<file path="src/rtl/sirq_pkg.sv">
package sirq_pkg;

  // Width of a slot index; supports up to 63 slots.
  localparam int SLOT_W = 6;
  typedef logic [SLOT_W-1:0] slotIdx_t;

  typedef enum logic [2:0] {
    ST_IDLE,
    ST_REQ,
    ST_START,
    ST_DATA,
    ST_STOP
  } agentState_e;

  // Phase within one three-clock slot frame.
  typedef enum logic [1:0] {
    PH_SAMPLE,
    PH_RECOVER,
    PH_TURN
  } framePhase_e;

  // Strobes passed from control to datapath.
  typedef struct packed {
    logic     latchNow;   // rising edge of start pulse seen this clock
    logic     samplePh;   // Sample phase of slot `slot`
    logic     recoverPh;  // Recovery phase of slot `slot`
    logic     turnPh;     // Turn-around (or pre-slot) clock
    logic     reqStart;   // one-clock start request in quiet mode
    slotIdx_t slot;       // current slot, 1-based; 0 before slot 1
  } sirqStrobe_t;

endpackage

</file>
<file path="src/rtl/sirq_ctrl.sv">
module sirq_ctrl
  import sirq_pkg::*;
#(
  parameter int SLOTS   = 16,
  parameter int QUIET_W = 2,
  parameter int CONT_W  = 3,
  parameter int WCNT_W  = 4
) (
  input  logic        clk,
  input  logic        rstN,
  input  logic        lineIn,
  input  logic        pending,
  output sirqStrobe_t strb,
  output logic        quietMode
);

  localparam slotIdx_t LAST_SLOT = slotIdx_t'(SLOTS);
  localparam logic [WCNT_W-1:0] QUIET_CODE = WCNT_W'(QUIET_W);
  localparam logic [WCNT_W-1:0] CONT_CODE  = WCNT_W'(CONT_W);

  agentState_e       state;
  framePhase_e       phase;
  slotIdx_t          slot;
  logic [WCNT_W-1:0] stopWidth;

  always_ff @(posedge clk or negedge rstN) begin
    if (!rstN) begin
      state     <= ST_IDLE;
      phase     <= PH_TURN;
      slot      <= '0;
      stopWidth <= '0;
      quietMode <= 1'b0;
    end else begin
      case (state)
        ST_IDLE: begin
          if (!lineIn) state <= ST_START;
          else if (quietMode && pending) state <= ST_REQ;
        end
        ST_REQ: state <= ST_START;
        ST_START: begin
          if (lineIn) begin
            state <= ST_DATA;
            phase <= PH_TURN;   // clock 1: lead-in before slot 1
            slot  <= '0;
          end
        end
        ST_DATA: begin
          case (phase)
            PH_SAMPLE:  phase <= PH_RECOVER;
            PH_RECOVER: phase <= PH_TURN;
            default: begin
              if (slot == LAST_SLOT) begin
                state     <= ST_STOP;
                stopWidth <= '0;
              end else begin
                phase <= PH_SAMPLE;
                slot  <= slot + 1'b1;
              end
            end
          endcase
        end
        ST_STOP: begin
          if (!lineIn) begin
            if (stopWidth != '1) stopWidth <= stopWidth + 1'b1;
          end else if (stopWidth != '0) begin
            if (stopWidth == QUIET_CODE) quietMode <= 1'b1;
            else if (stopWidth == CONT_CODE) quietMode <= 1'b0;
            state <= ST_IDLE;
          end
        end
        default: state <= ST_IDLE;
      endcase
    end
  end

  always_comb begin
    strb.latchNow  = (state == ST_START) && lineIn;
    strb.samplePh  = (state == ST_DATA) && (phase == PH_SAMPLE);
    strb.recoverPh = (state == ST_DATA) && (phase == PH_RECOVER);
    strb.turnPh    = (state == ST_DATA) && (phase == PH_TURN);
    strb.reqStart  = (state == ST_REQ);
    strb.slot      = slot;
  end

  // mode only moves while a closing pulse is being measured
  a_r8_mode_only_in_stop: assert property (@(posedge clk) disable iff (!rstN)
    (state != ST_STOP) |=> $stable(quietMode));

  // a start request is raised only in quiet mode and lasts one clock
  a_r9_req_quiet: assert property (@(posedge clk) disable iff (!rstN)
    strb.reqStart |-> quietMode);
  a_r9_req_single: assert property (@(posedge clk) disable iff (!rstN)
    strb.reqStart |=> !strb.reqStart);

  // sample slots stay within the configured range
  a_r2_slot_range: assert property (@(posedge clk) disable iff (!rstN)
    strb.samplePh |-> (slot != '0) && (slot <= LAST_SLOT));

endmodule

</file>
<file path="src/rtl/sirq_dpath.sv">
module sirq_dpath
  import sirq_pkg::*;
#(
  parameter int SLOTS    = 16,
  parameter int SMI_SLOT = 3
) (
  input  logic             clk,
  input  logic             rstN,
  input  logic [SLOTS-1:0] irqN,
  input  logic             smiN,
  input  logic             smiEn,
  input  sirqStrobe_t      strb,
  output logic             pending,
  output logic             driveLow,
  output logic             driveHigh
);

  logic [SLOTS-1:0] effN;
  logic [SLOTS-1:0] latchN;
  logic             selBit;
  logic             sampleDrive;
  logic             lowPrev;

  // Effective slot values: slot 1 is never used; one slot may carry SMI.
  for (genvar g = 0; g < SLOTS; g++) begin : gEff
    if (g == 0) begin : gUnused
      assign effN[g] = irqN[g] | 1'b1;
    end else if (g == SMI_SLOT - 1) begin : gSmi
      assign effN[g] = smiEn ? smiN : irqN[g];
    end else begin : gIrq
      assign effN[g] = irqN[g];
    end
  end

  always_ff @(posedge clk or negedge rstN) begin
    if (!rstN) begin
      latchN  <= '1;
      lowPrev <= 1'b0;
    end else begin
      if (strb.latchNow) latchN <= effN;
      lowPrev <= sampleDrive;
    end
  end

  always_comb begin
    selBit = 1'b1;
    for (int i = 0; i < SLOTS; i++) begin
      if (strb.slot == SLOT_W'(i + 1)) selBit = latchN[i];
    end
  end

  assign pending     = (effN != latchN);
  assign sampleDrive = strb.samplePh && !selBit;
  assign driveLow    = strb.reqStart || sampleDrive;
  assign driveHigh   = strb.recoverPh && lowPrev;

  // a high drive only restores a line this agent pulled low
  a_r3_restore_after_low: assert property (@(posedge clk) disable iff (!rstN)
    driveHigh |-> $past(driveLow));
  a_r3_low_then_high: assert property (@(posedge clk) disable iff (!rstN)
    (strb.samplePh && driveLow) |=> driveHigh);

  // the turn-around clock releases the line; no clock drives both ways
  a_r4_turn_release: assert property (@(posedge clk) disable iff (!rstN)
    strb.turnPh |-> (!driveLow && !driveHigh));
  a_r4_no_fight: assert property (@(posedge clk) disable iff (!rstN)
    !(driveLow && driveHigh));

  // slot 1 sample never drives
  a_r6_slot1_quiet: assert property (@(posedge clk) disable iff (!rstN)
    (strb.samplePh && strb.slot == SLOT_W'(1)) |-> !driveLow);

endmodule

</file>
<file path="src/rtl/sirq_agent.sv">
module sirq_agent
  import sirq_pkg::*;
#(
  parameter int SLOTS    = 16,
  parameter int SMI_SLOT = 3,
  parameter int QUIET_W  = 2,
  parameter int CONT_W   = 3,
  parameter int WCNT_W   = 4
) (
  input  logic             clk,
  input  logic             rstN,
  input  logic             lineIn,
  input  logic [SLOTS-1:0] irqN,
  input  logic             smiN,
  input  logic             smiEn,
  output logic             driveLow,
  output logic             driveHigh
);

  sirqStrobe_t strb;
  logic        pending;
  logic        quietMode;

  sirq_ctrl #(
    .SLOTS  (SLOTS),
    .QUIET_W(QUIET_W),
    .CONT_W (CONT_W),
    .WCNT_W (WCNT_W)
  ) u_ctrl (
    .clk      (clk),
    .rstN     (rstN),
    .lineIn   (lineIn),
    .pending  (pending),
    .strb     (strb),
    .quietMode(quietMode)
  );

  sirq_dpath #(
    .SLOTS   (SLOTS),
    .SMI_SLOT(SMI_SLOT)
  ) u_dpath (
    .clk      (clk),
    .rstN     (rstN),
    .irqN     (irqN),
    .smiN     (smiN),
    .smiEn    (smiEn),
    .strb     (strb),
    .pending  (pending),
    .driveLow (driveLow),
    .driveHigh(driveHigh)
  );

  // outside a data train, a low drive is always a quiet-mode request
  a_r9_idle_drive_quiet: assert property (@(posedge clk) disable iff (!rstN)
    (driveLow && !strb.samplePh) |-> quietMode);

endmodule

</file>
<file path="config.mk">
export PLATFORM = sky130hd
export DESIGN_NAME = sirq_agent
export DESIGN_NICKNAME = d
export VERILOG_FILES = /design/src/rtl/sirq_pkg.sv /design/src/rtl/sirq_ctrl.sv /design/src/rtl/sirq_dpath.sv /design/src/rtl/sirq_agent.sv
export SDC_FILE = /design/constraint.sdc
export NUM_CORES = 1
export LEC_CHECK = 0
export BUFFER_PORTS_ARGS = -buffer_cell sky130_fd_sc_hd__buf_4
export CAP_MARGIN = 20
export CORE_MARGIN = 2
export CORE_UTILIZATION = 40
export DETAILED_ROUTE_END_ITERATION = 10
export GPL_TIMING_DRIVEN = 0
export MAX_ROUTING_LAYER = met4
export PLACE_DENSITY = 0.59
export SLEW_MARGIN = 20
export SYNTH_ARGS = -nofsm -noshare
export SYNTH_HDL_FRONTEND = slang
export SYNTH_SLANG_ARGS = --single-unit
</file>
<file path="constraint.sdc">
create_clock -name clk -period 2.1 [get_ports clk]
set_input_delay 0.21 -clock clk [delete_from_list [all_inputs] [get_ports clk]]
set_output_delay 0.21 -clock clk [all_outputs]
set_load 0.05 [all_outputs]
</file>
* Word level (Yosys, flattened, before mapping)
Index checks and enable logic that the tools add are counted.
** Word-level totals
- Bits in registers :: 32
- Input port bits :: 21
- Output and inout bits :: 2
- Word-level logic and storage cells :: 102
** Cells by class
- Add/sub/neg operators :: 2
- Eq/ne operators :: 34
- Multiplexer cells :: 39
- Reduce and logical (&&, ||, !) cells :: 20
** Operator list (count)
- $eq 6x4->1 const B :: 8
- $eq 6x3->1 const B :: 4
- $mux 3 :: 7
- $mux 1 :: 18
- $mux 6 :: 3
- $mux 4 :: 4
- $ne 15x15->1 :: 1
- $pmux 3 s5 :: 1
- $eq 6x2->1 const B :: 2
- $pmux 6 s2 :: 1
- $ne 2x2->1 const B :: 5
- $eq 4x2->1 const B :: 2
- $ne 4x4->1 const B :: 2
- $pmux 2 s2 :: 2
- $pmux 4 s2 :: 1
- $reduce_and 4->1 :: 2
- $add 6x1->6 const B :: 1
- $eq 3x2->1 const B :: 2
- $eq 6x5->1 const B :: 1
- $logic_and 1x1->1 :: 6
- $ne 2x1->1 const B :: 3
- $reduce_and 6->1 :: 1
- $reduce_bool 2->1 :: 3
- $reduce_and 5->1 :: 1
- other kinds (13) :: 14

* Longest topological paths before layout
Gate-level depths: netlist (run 1).
- Word-level depth :: 19
- Mapped depth :: 7
- Depth with buffers taken out :: 7

* By module
Synthesis (run 1) repeated with hierarchy kept, for this count alone.
** Second synthesis, totals
- Cells, all modules :: 189
- Area, all modules :: 2023.2 sq um
** Modules (own cells, without submodules)
- sirq_dpath :: times used 1, cells an instance 90, area each 1043.5 sq um
- sirq_ctrl :: times used 1, cells an instance 99, area each 979.7 sq um

* Worst setup path before layout (run 1)
Ideal clock, no wire load.
- Kind :: register to output
- From :: register u_ctrl.slot[0]
- To :: output port driveLow
- Data arrival time :: 2771 ps
- Path slack :: -881 ps
- Cell stages (with the launch flop) :: 8
- Path through :: dfrtp_1 -> inv_1 -> ha_1 -> and4bb_4 -> and2_4 -> a2111oi_4 -> o21ai_1 -> o31ai_1
** On the way
- Word-level cells in the longest chain between the ends :: 19
- Elaborated cells on any way between the ends :: 33
- Classes of those cells :: eq/ne (15); mux (15); reduce/logical (3)
** Ends and longest elaborated chain
- start, declared :: line sirq_ctrl.sv:23 : slotIdx_t slot;
- start signal, assigned :: line sirq_ctrl.sv:57 : slot <= slot + 1'b1;
- $eq 6x2->1 :: line sirq_dpath.sv:48 : if (strb.slot == SLOT_W'(i + 1)) selBit = latchN[i];
- $mux 1 (14 in series) :: line sirq_dpath.sv:48
- $mux 1 * :: line sirq_dpath.sv:48
- $logic_not 1->1 * :: line sirq_dpath.sv:53 : assign sampleDrive = strb.samplePh && !selBit;
- $logic_and 1x1->1 * :: line sirq_dpath.sv:53
- $logic_or 1x1->1 * :: line sirq_dpath.sv:54 : assign driveLow = strb.reqStart || sampleDrive;
- end, declared :: line sirq_agent.sv:16 : output logic driveLow,
Every way passes the cells marked *; elsewhere a longest branch is shown, timed or not.

* Final worst setup path (run 1)
- From :: register u_ctrl.slot[1]
- To :: output port driveLow
The elaborated chain is that of the path after synthesis.

==> results of run 1 <==
[routing by layer]
layer	wire length, um	GRT usage (%)	part of all wire, %
met5	0	-	0
met4	74	6.43	1.7
met3	98	3.97	2.3
met2	1990	24.6	46
met1	2180	24.0	50
[tightest hold or removal path, cell delays in order]
cell     delay [ns]
buf_4          0.09
nand2_1        0.04
o21ai_0        0.06
[state kept, by name (all words and copies together), names as in the netlist]
register and flops:
u_ctrl.slot 6, u_ctrl.state 3, u_dpath.lowPrev 1, u_ctrl.phase 2
u_ctrl.stopWidth 4, u_dpath.latchN 15, u_ctrl.quietMode 1
[worst max path at each step]
stage | from | to | slack, ns
floorplan | u_ctrl.slot[0] | driveLow | -0.07
global placement | u_ctrl.slot[0] | driveLow | -0.32
detailed placement | u_ctrl.slot[0] | driveLow | -0.35
CTS | u_ctrl.slot[1] | driveLow | -0.32
global route | u_ctrl.slot[1] | driveLow | -0.38
finish | u_ctrl.slot[1] | driveLow | -0.29
[per-stage QoR]
| step | hold slack, ns | setup WS [ns] | TNS, ns |
|---|---|---|---|
| 6_report | 0.151 | -0.287 | -0.287 |
| 5_1_grt | 0.162 | -0.375 | -0.375 |
| 4_1_cts | 0.146 | -0.316 | -0.316 |
| 3_5_place_dp | 0.175 | -0.350 | -0.350 |
| 3_3_place_gp | 0.177 | -0.323 | -0.323 |
| 2_1_floorplan | -0.0856 | -0.0745 | -0.0745 |
[cell usage after synthesis, types with 2 or more instances]
library cell and instances:
nor2_1 17, dfrtp_1 16, dfstp_2 16, xnor2_1 15, mux2_2 14, nand2_1 14
a21oi_1 7, ha_1 7, inv_1 7, nand3_1 7, buf_2 5, mux2i_1 5
nor2b_1 5, nor3_1 5, o21ai_0 5, xor2_1 4, a2111oi_4 3, nand2b_1 3
nand4_1 3, nor3b_1 3, o22ai_1 3, a211oi_1 2, nor4_1 2, nor4b_1 2
o21ai_1 2, o31ai_1 2
[layout make-up]
class,count,area [um^2]
tap,70,87.6
clock inverter,3,13.8
timing repair buffer,28,216
clock buffer,5,68.8
sequential,32,823
inverter,7,31.3
buffer,7,36.3
multi-input combinational,154,1260
fill,493,2500
[cell families after synthesis]
kind of cell	after synthesis	share of synthesized area (%)
xor+xnor	19	8.08
fa+ha+maj	7	4.25
buf+inv	14	3.04
simple gates	70	18.4
mux	19	10.1
flops	32	39.9
compound gates	39	16.3
[report_power, final]
group          switching (mW)  internal [mW]  total [mW]  leakage (nW)
Sequential              0.271           1.01        1.28         0.364
Combinational            1.03          0.967        2.00         0.585
Clock                   0.236          0.225       0.461        0.0453
[repair_timing]
item                                   in CTS  in global routing
pin swaps                                   1                  5
hold buffers                                1                  0
gates cloned                                0                  0
setup endpoints to repair                   1                  1
setup buffers                               3                  3
resized for setup                          14                  2
endpoints found under the hold margin      16                  0
==> impl_metrics.ini, run 1 <==
[route]
first_iter_violations = 79
viasPerCell = 5.19
routed_wl_um = 4350
vias = 1587
antenna_left = 0
wl_per_cell_um = 14.2
firstDrtPassIters = 4
drcViolationCount = 0

[cells_and_area]
instances_no_fill = 306
area_growth_pct = 23.5
final_common_cell = buf_4
stdcell_area_um2 = 2540
mostFrequentLayoutCells = buf_4 (27), nor2_1 (17), dfstp_2 (16)
postLayoutCoreUtil_pct = 50.4
layout.nets = 263
antenna-diode-count = 0
drive_above_1_share_pct = 40.7

[synthesis]
synth_top_cell_by_area = dfstp_2
syn_nets = 228
synth_edf_count = 0
synth_top_area_share_pct = 20.4
synthCells = 200
async_flop_share_pct = 100
yosysUniqueCellTypes = 52
synth_ff_type = dfstp_2
yosysSeqAreaShare_pct = 39.9
ys_top_cells_by_area = dfstp_2 (20%), dfrtp_1 (19%), mux2_2 (7.7%)
syn_area_um2 = 2060
avgSynthCellArea_um2 = 10.3
synth_warnings = 0
synth_seq_cells = 32

[grt]
grt_pass1_vias = 1478
grt_pass1_wl_um = 7110
grt_util_all_layers_pct = 17.3
grt-ovfl-total = 0
antenna_found_initial = 0
grt_max_degree = 33

[worst_setup_path]
crit_chain = inv_4 -> ha_4 -> and4bb_4 -> and2_4 -> a2111oi_4 -> o21ai_2 -> o31ai_4 -> buf_6
crit_family = compound AO/OA/AOI/OAI gates
path_buf_inv = 2
cp.arrival_ns = 2.18
crit_type = reg -> out
required_ns = 1.89
cpPeakStageDelay_ns = 0.43
crit_fanout = 6
reg2reg_slack_ns = 0.29
crit_cells = 8
r2r_cells = 4
r2r_end = u_dpath.latchN[12]
crit_path_end_kind = primary output
crit_path_start_kind = flip-flop
crit_path_top_delay_cell = dfrtp_2
rr_startpoint = u_ctrl.state[2]

[sta]
setup_viol = 1
drv_slew = 0
grt_setup_unrepaired = yes
fin_worst_skew_ns = 0.00423
maxSlewHeadroom_pct = 62.7
finalCriticalPeriod_ns = 2.39
fmax_ghz = 0.419
tightest_slew_ns = 0.560
timing.final.crit_share_pct = 114
finalHoldViolCount = 0
fin_ws_ns = -0.287

[power_and_ir_drop]
vdd_drop_max_mv = 0.473
p_per_area_nw_per_um2 = 1470
p_total_mw = 3.74
p_leak_nw = 0.994

[placed_design]
globalplace.congestion = 0.825
place_area_um2 = 2340
hpwl_um = 3170
placed_cells = 291
io_buffers = 21

[cts]
cts_buffers = 5
insertion_delay_ns = 0.29
cts_root_buf = clkbuf_8
htreeDepth = 2
cts.sink_count = 32
clk_pin_slew_ns = 0.07
cts.path.max_buffers = 2
cts_tree = done

[status]
violations = negative setup slack
outcome = finished, violations left

[floorplan]
ios = 23
dieArea_um2 = 5740
fp.dieH_um = 75.8
num_rows = 26
core_um2 = 5040
start_util_pct = 40.8
die_x_um = 75.8

[worst_hold_path]
worstHoldPathCells = 3
min_to = u_dpath.latchN[7]
min_from = irqN[7]
hp-class = in -> reg

[job]
max_cap_viol_count = 0
No activity file was read; power rests on OpenSTA's default activity.
==> run 2, diff against run 1 <==
CORE_ASPECT_RATIO = 1.25   (was default)
==> impl_metrics.ini, run 2 (synthesis results as in run 1) <==
[status]
outcome = finished, violations left
violations = negative setup slack

[route]
routed_wl_um = 4590
drcViolationCount = 0
viasPerCell = 5.32
vias = 1569
antenna_left = 0
first_iter_violations = 80
wl_per_cell_um = 15.5
firstDrtPassIters = 4

[cells_and_area]
regMostFlops = u_dpath.latchN
fill_cells = 480
area_growth_pct = 23.4
mostFrequentLayoutCells = buf_4 (24), nor2_1 (17), dfstp_2 (16)
layout.nets = 260
drive_above_1_share_pct = 39.9
largest_reg_flops = 15
antenna-diode-count = 0
multiInputGateArea_um2 = 1270
final_common_cell = buf_4
regArea_um2 = 823
postLayoutCoreUtil_pct = 50.7
top_regs = u_dpath.latchN: 15 flops, u_ctrl.slot: 6 flops, u_ctrl.stopWidth: 4 flops

[sta]
finalHoldViolCount = 0
grt_setup_unrepaired = yes
setup_viol = 1
tightest_slew_ns = 0.610
fmax_ghz = 0.416
finalCriticalPeriod_ns = 2.41
timing.final.crit_share_pct = 115
whs_ns = 0.145
fin_ws_ns = -0.305
maxSlewHeadroom_pct = 59.4
drv_slew = 0
fin_worst_skew_ns = 0.00905

[job]
max_cap_viol_count = 0

[grt]
top_usage_layer = met2
grt-ovfl-total = 0
grt_pass1_vias = 1630
antenna_found_initial = 0
grt_util_all_layers_pct = 18.0
grt_max_degree = 33
use_met2_pct = 30.4
use_met1_pct = 20.1
grt_pass1_wl_um = 7600
grt_use_met3_pct = 3.35

[worst_hold_path]
hp-class = in -> reg

[cts]
cts_buffers = 5
cts.path.max_buffers = 2
htreeDepth = 2
insertion_delay_ns = 0.29
cts_root_buf = clkbuf_8
clk_pin_slew_ns = 0.07
cts.sink_count = 32
cts_tree = done

[worst_setup_path]
crit_path_end_kind = primary output
crit_type = reg -> out
cp.arrival_ns = 2.20
crit_fanout = 6
crit_path_start_kind = flip-flop
required_ns = 1.89

[floorplan]
dieArea_um2 = 5740
core_um2 = 5010
fp.dieH_um = 84.2
ios = 23
num_rows = 29
start_util_pct = 41.1
die_x_um = 68.2

[placed_design]
hpwl_um = 3430
place_ws_ns = -0.399
io_buffers = 21
globalplace.congestion = 0.830

[power_and_ir_drop]
seqPwrFrac_pct = 33.2
p_int_mw = 2.31
clock_power_share_pct = 15.3
p_per_area_nw_per_um2 = 1520
p_total_mw = 3.86
switching_share_pct = 40.0
power.switching_mw = 1.54
combPwrFrac_pct = 51.5
p_leak_nw = 0.989
vdd_drop_max_mv = 0.540
-- run 2: cell count changes in the layout (fill, tap and decap cells not counted), sizes merged --
| cell | delta |
|---|---|
| clkinv | -2 |
| clkbuf | +1 |
| bufinv | +1 |
| buf | -3 |
-- run 2: power groups by stage --
stage / clock network [mW] / logic [mW] / registers [mW]
after floorplan: 0 / 1.45 / 1.21
after global placement: 0 / 1.76 / 1.29
after detailed placement: 0 / 1.79 / 1.30
after CTS: 0.604 / 1.99 / 1.28
after global routing: 0.631 / 2.20 / 1.33
final: 0.590 / 1.99 / 1.28
-- run 2: final timing paths --
kind,start,depth (start not counted),slack [ns],endpoint
hold reg to reg,u_ctrl.quietMode,1,0.52,u_ctrl.quietMode
setup / recovery,u_ctrl.slot[1],8,-0.31,driveLow
min in group asynchronous,rstN,2,0.39,u_ctrl.slot[4]
max in group asynchronous,rstN,2,1.37,u_ctrl.slot[1]
hold / removal,irqN[7],3,0.15,u_dpath.latchN[7]
setup reg to reg,u_ctrl.state[0],5,0.23,u_dpath.latchN[3]
-- run 2: routing by layer --
metal  routed length [um]  part of all wire, %
met1                 1930                   42
met2                 2410                   53
met3                  175                  3.8
met4                   64                  1.4
met5                    0                    0
-- run 2: final cells by class --
cell class | instances | area share, %
buffer | 7 | 1.43
clock buffer | 6 | 2.86
clock inverter | 2 | 1.38
inverter | 7 | 1.13
multi-input combinational | 154 | 50.1
sequential | 32 | 32.4
tap | 62 | 3.05
timing repair buffer | 25 | 7.63
-- run 2: repair_timing --
action,4_1_cts,5_1_grt
buffers inserted,3,0
endpoints found under the setup margin,1,1
pin swaps,2,1
hold endpoints to repair,16,0
gates resized for setup,12,4
hold buffers,1,0
-- run 2: critical path: stages (launching register included) --
cell,delay (ns)
dfrtp_2,0.43
inv_4,0.07
ha_4,0.18
and4bb_4,0.21
and2_4,0.19
a2111oi_4,0.30
o21ai_2,0.13
o31ai_4,0.21
buf_6,0.19
-- run 2: metrics by stage --
stage	instance area (um^2)	setup TNS, ns	instances
2_1_floorplan	2100	-0.0745	200
3_3_place_gp	2330	-0.380	283
3_5_place_dp	2330	-0.399	283
4_1_cts	2520	-0.330	295
5_1_grt	2540	-0.389	295
6_report	2540	-0.305	295
==> run 3, diff against run 2 <==
CORE_UTILIZATION = 25   (was 40)
PLACE_DENSITY = 0.42   (was 0.59)
SYNTH_HIERARCHICAL = 1   (was default)
==> impl_metrics.ini, run 3 <==
[sta]
setup_tns_ns = -0.158
setup_viol = 1
fmax_ghz = 0.443
whs_ns = 0.161
fin_ws_ns = -0.158
finalCriticalPeriod_ns = 2.26
fin_worst_skew_ns = 0.00154
timing.final.crit_share_pct = 108
finalHoldViolCount = 0
maxSlewHeadroom_pct = 70.9
drv_slew = 0
tightest_slew_ns = 0.436
grt_setup_unrepaired = yes

[cells_and_area]
largest_reg_flops = 15
antenna-diode-count = 0
mostFrequentLayoutCells = buf_4 (23), dfstp_2 (16), dfrtp_1 (15)
area_growth_pct = 21.7
layout.nets = 246
drive_above_1_share_pct = 33.9
stdcell_area_um2 = 2450
multiInputGateArea_um2 = 1140
final_common_cell = buf_4
postLayoutCoreUtil_pct = 31.5
fill_cells = 822
top_regs = u_dpath/latchN: 15 flops, u_ctrl/slot: 6 flops, u_ctrl/stopWidth: 4 flops
regMostFlops = u_dpath/latchN
regArea_um2 = 822

[power_and_ir_drop]
p_leak_nw = 0.994
p_total_mw = 3.29
p_per_area_nw_per_um2 = 1340
vdd_drop_max_mv = 0.449

[floorplan]
start_util_pct = 25.9
fp.dieH_um = 104
ios = 23
core_um2 = 7790
die_x_um = 84.3
num_rows = 36
dieArea_um2 = 8800

[job]
max_cap_viol_count = 0

[placed_design]
place_area_um2 = 2290
globalplace.congestion = 0.713
io_buffers = 21
hpwl_um = 3390

[synthesis]
avgSynthCellArea_um2 = 10.7
syn_area_um2 = 2020
synthCells = 188
synth_warnings = 6
syn_nets = 214

[cts]
htreeDepth = 2
cts.sink_count = 32
cts_tree = done
cts.path.max_buffers = 2
insertion_delay_ns = 0.28
cts_root_buf = clkbuf_8
clk_pin_slew_ns = 0.07
cts_buffers = 5

[route]
viasPerCell = 4.66
antenna_left = 0
vias = 1474
routed_wl_um = 4650
drcViolationCount = 0
wl_per_cell_um = 14.7
firstDrtPassIters = 4
first_iter_violations = 21

[worst_setup_path]
cp.arrival_ns = 2.05
crit_type = reg -> out
reg2reg_slack_ns = 0.18
crit_path_start_kind = flip-flop
crit_path_end_kind = primary output
required_ns = 1.89
crit_fanout = 9

[grt]
grt_pass1_vias = 1508
grt_util_all_layers_pct = 11.4
grt_pass1_wl_um = 7660
antenna_found_initial = 0
grt_max_degree = 33
grt-ovfl-total = 0

[status]
violations = negative setup slack
outcome = finished, violations left

[worst_hold_path]
hp-class = in -> reg
[run 3: path summary, 6_finish.rpt]
| kind | from | cells after the start | end |
|---|---|---|---|
| min in group asynchronous | rstN | 2 | u_ctrl/slot[2] |
| max reg2reg | u_ctrl/slot[1] | 7 | u_ctrl/stopWidth[2] |
| max | u_ctrl/slot[0] | 6 | driveLow |
| max in group asynchronous | rstN | 2 | u_ctrl/phase[1] |
| min reg2reg | u_ctrl/quietMode | 1 | u_ctrl/quietMode |
| min | irqN[10] | 2 | u_dpath/latchN[10] |
[run 3: what timing repair did]
action                                 4_1_cts  5_1_grt
cloned                                       0        0
setup endpoints to repair                    2       17
gates resized for setup                      3        7
pin swaps                                    0        1
hold buffers                                 1        0
endpoints found under the hold margin       16        0
buffers inserted                             2        1
[run 3: critical path, cell delays in order (launching register included)]
cell and delay [ns]:
dfrtp_2 0.41, buf_6 0.15, or4b_4 0.57, nor3_4 0.14, o221ai_2 0.13, a22oi_2 0.19, buf_6 0.18
[run 3: power by group]
part | total [mW] | internal [mW] | switching [mW]
clock network | 0.509 | 0.268 | 0.241
logic | 1.47 | 0.733 | 0.739
registers | 1.31 | 1.00 | 0.311
total | 3.29 | 2.00 | 1.29
[run 3: final cells by class]
| class | instances | share of cell area [%] |
|---|---|---|
| multi-input combinational | 139 | 46.4 |
| sequential | 32 | 33.5 |
| timing repair buffer | 25 | 7.91 |
| tap | 95 | 4.85 |
| clock buffer | 8 | 3.67 |
| buffer | 7 | 2.14 |
| inverter | 10 | 1.53 |
[run 3: routing by layer]
metal  wire length, um  part of all wire, %  global-route usage, %  vias to the layer above
li1                  -                    -                      -                      750
met1              2040                   44                   12.9                      696
met2              2370                   51                   19.6                       23
met5                 0                    0                      -                        -
met4                59                  1.3                   3.11                        0
met3               182                  3.9                   3.02                        5
[run 3: through the flow]
step / cells / worst slack, ns
2_1_floorplan: 188 / 0.0106
3_3_place_gp: 304 / -0.0362
3_5_place_dp: 304 / 0.0225
4_1_cts: 315 / -0.159
5_1_grt: 316 / -0.248
6_report: 316 / -0.158
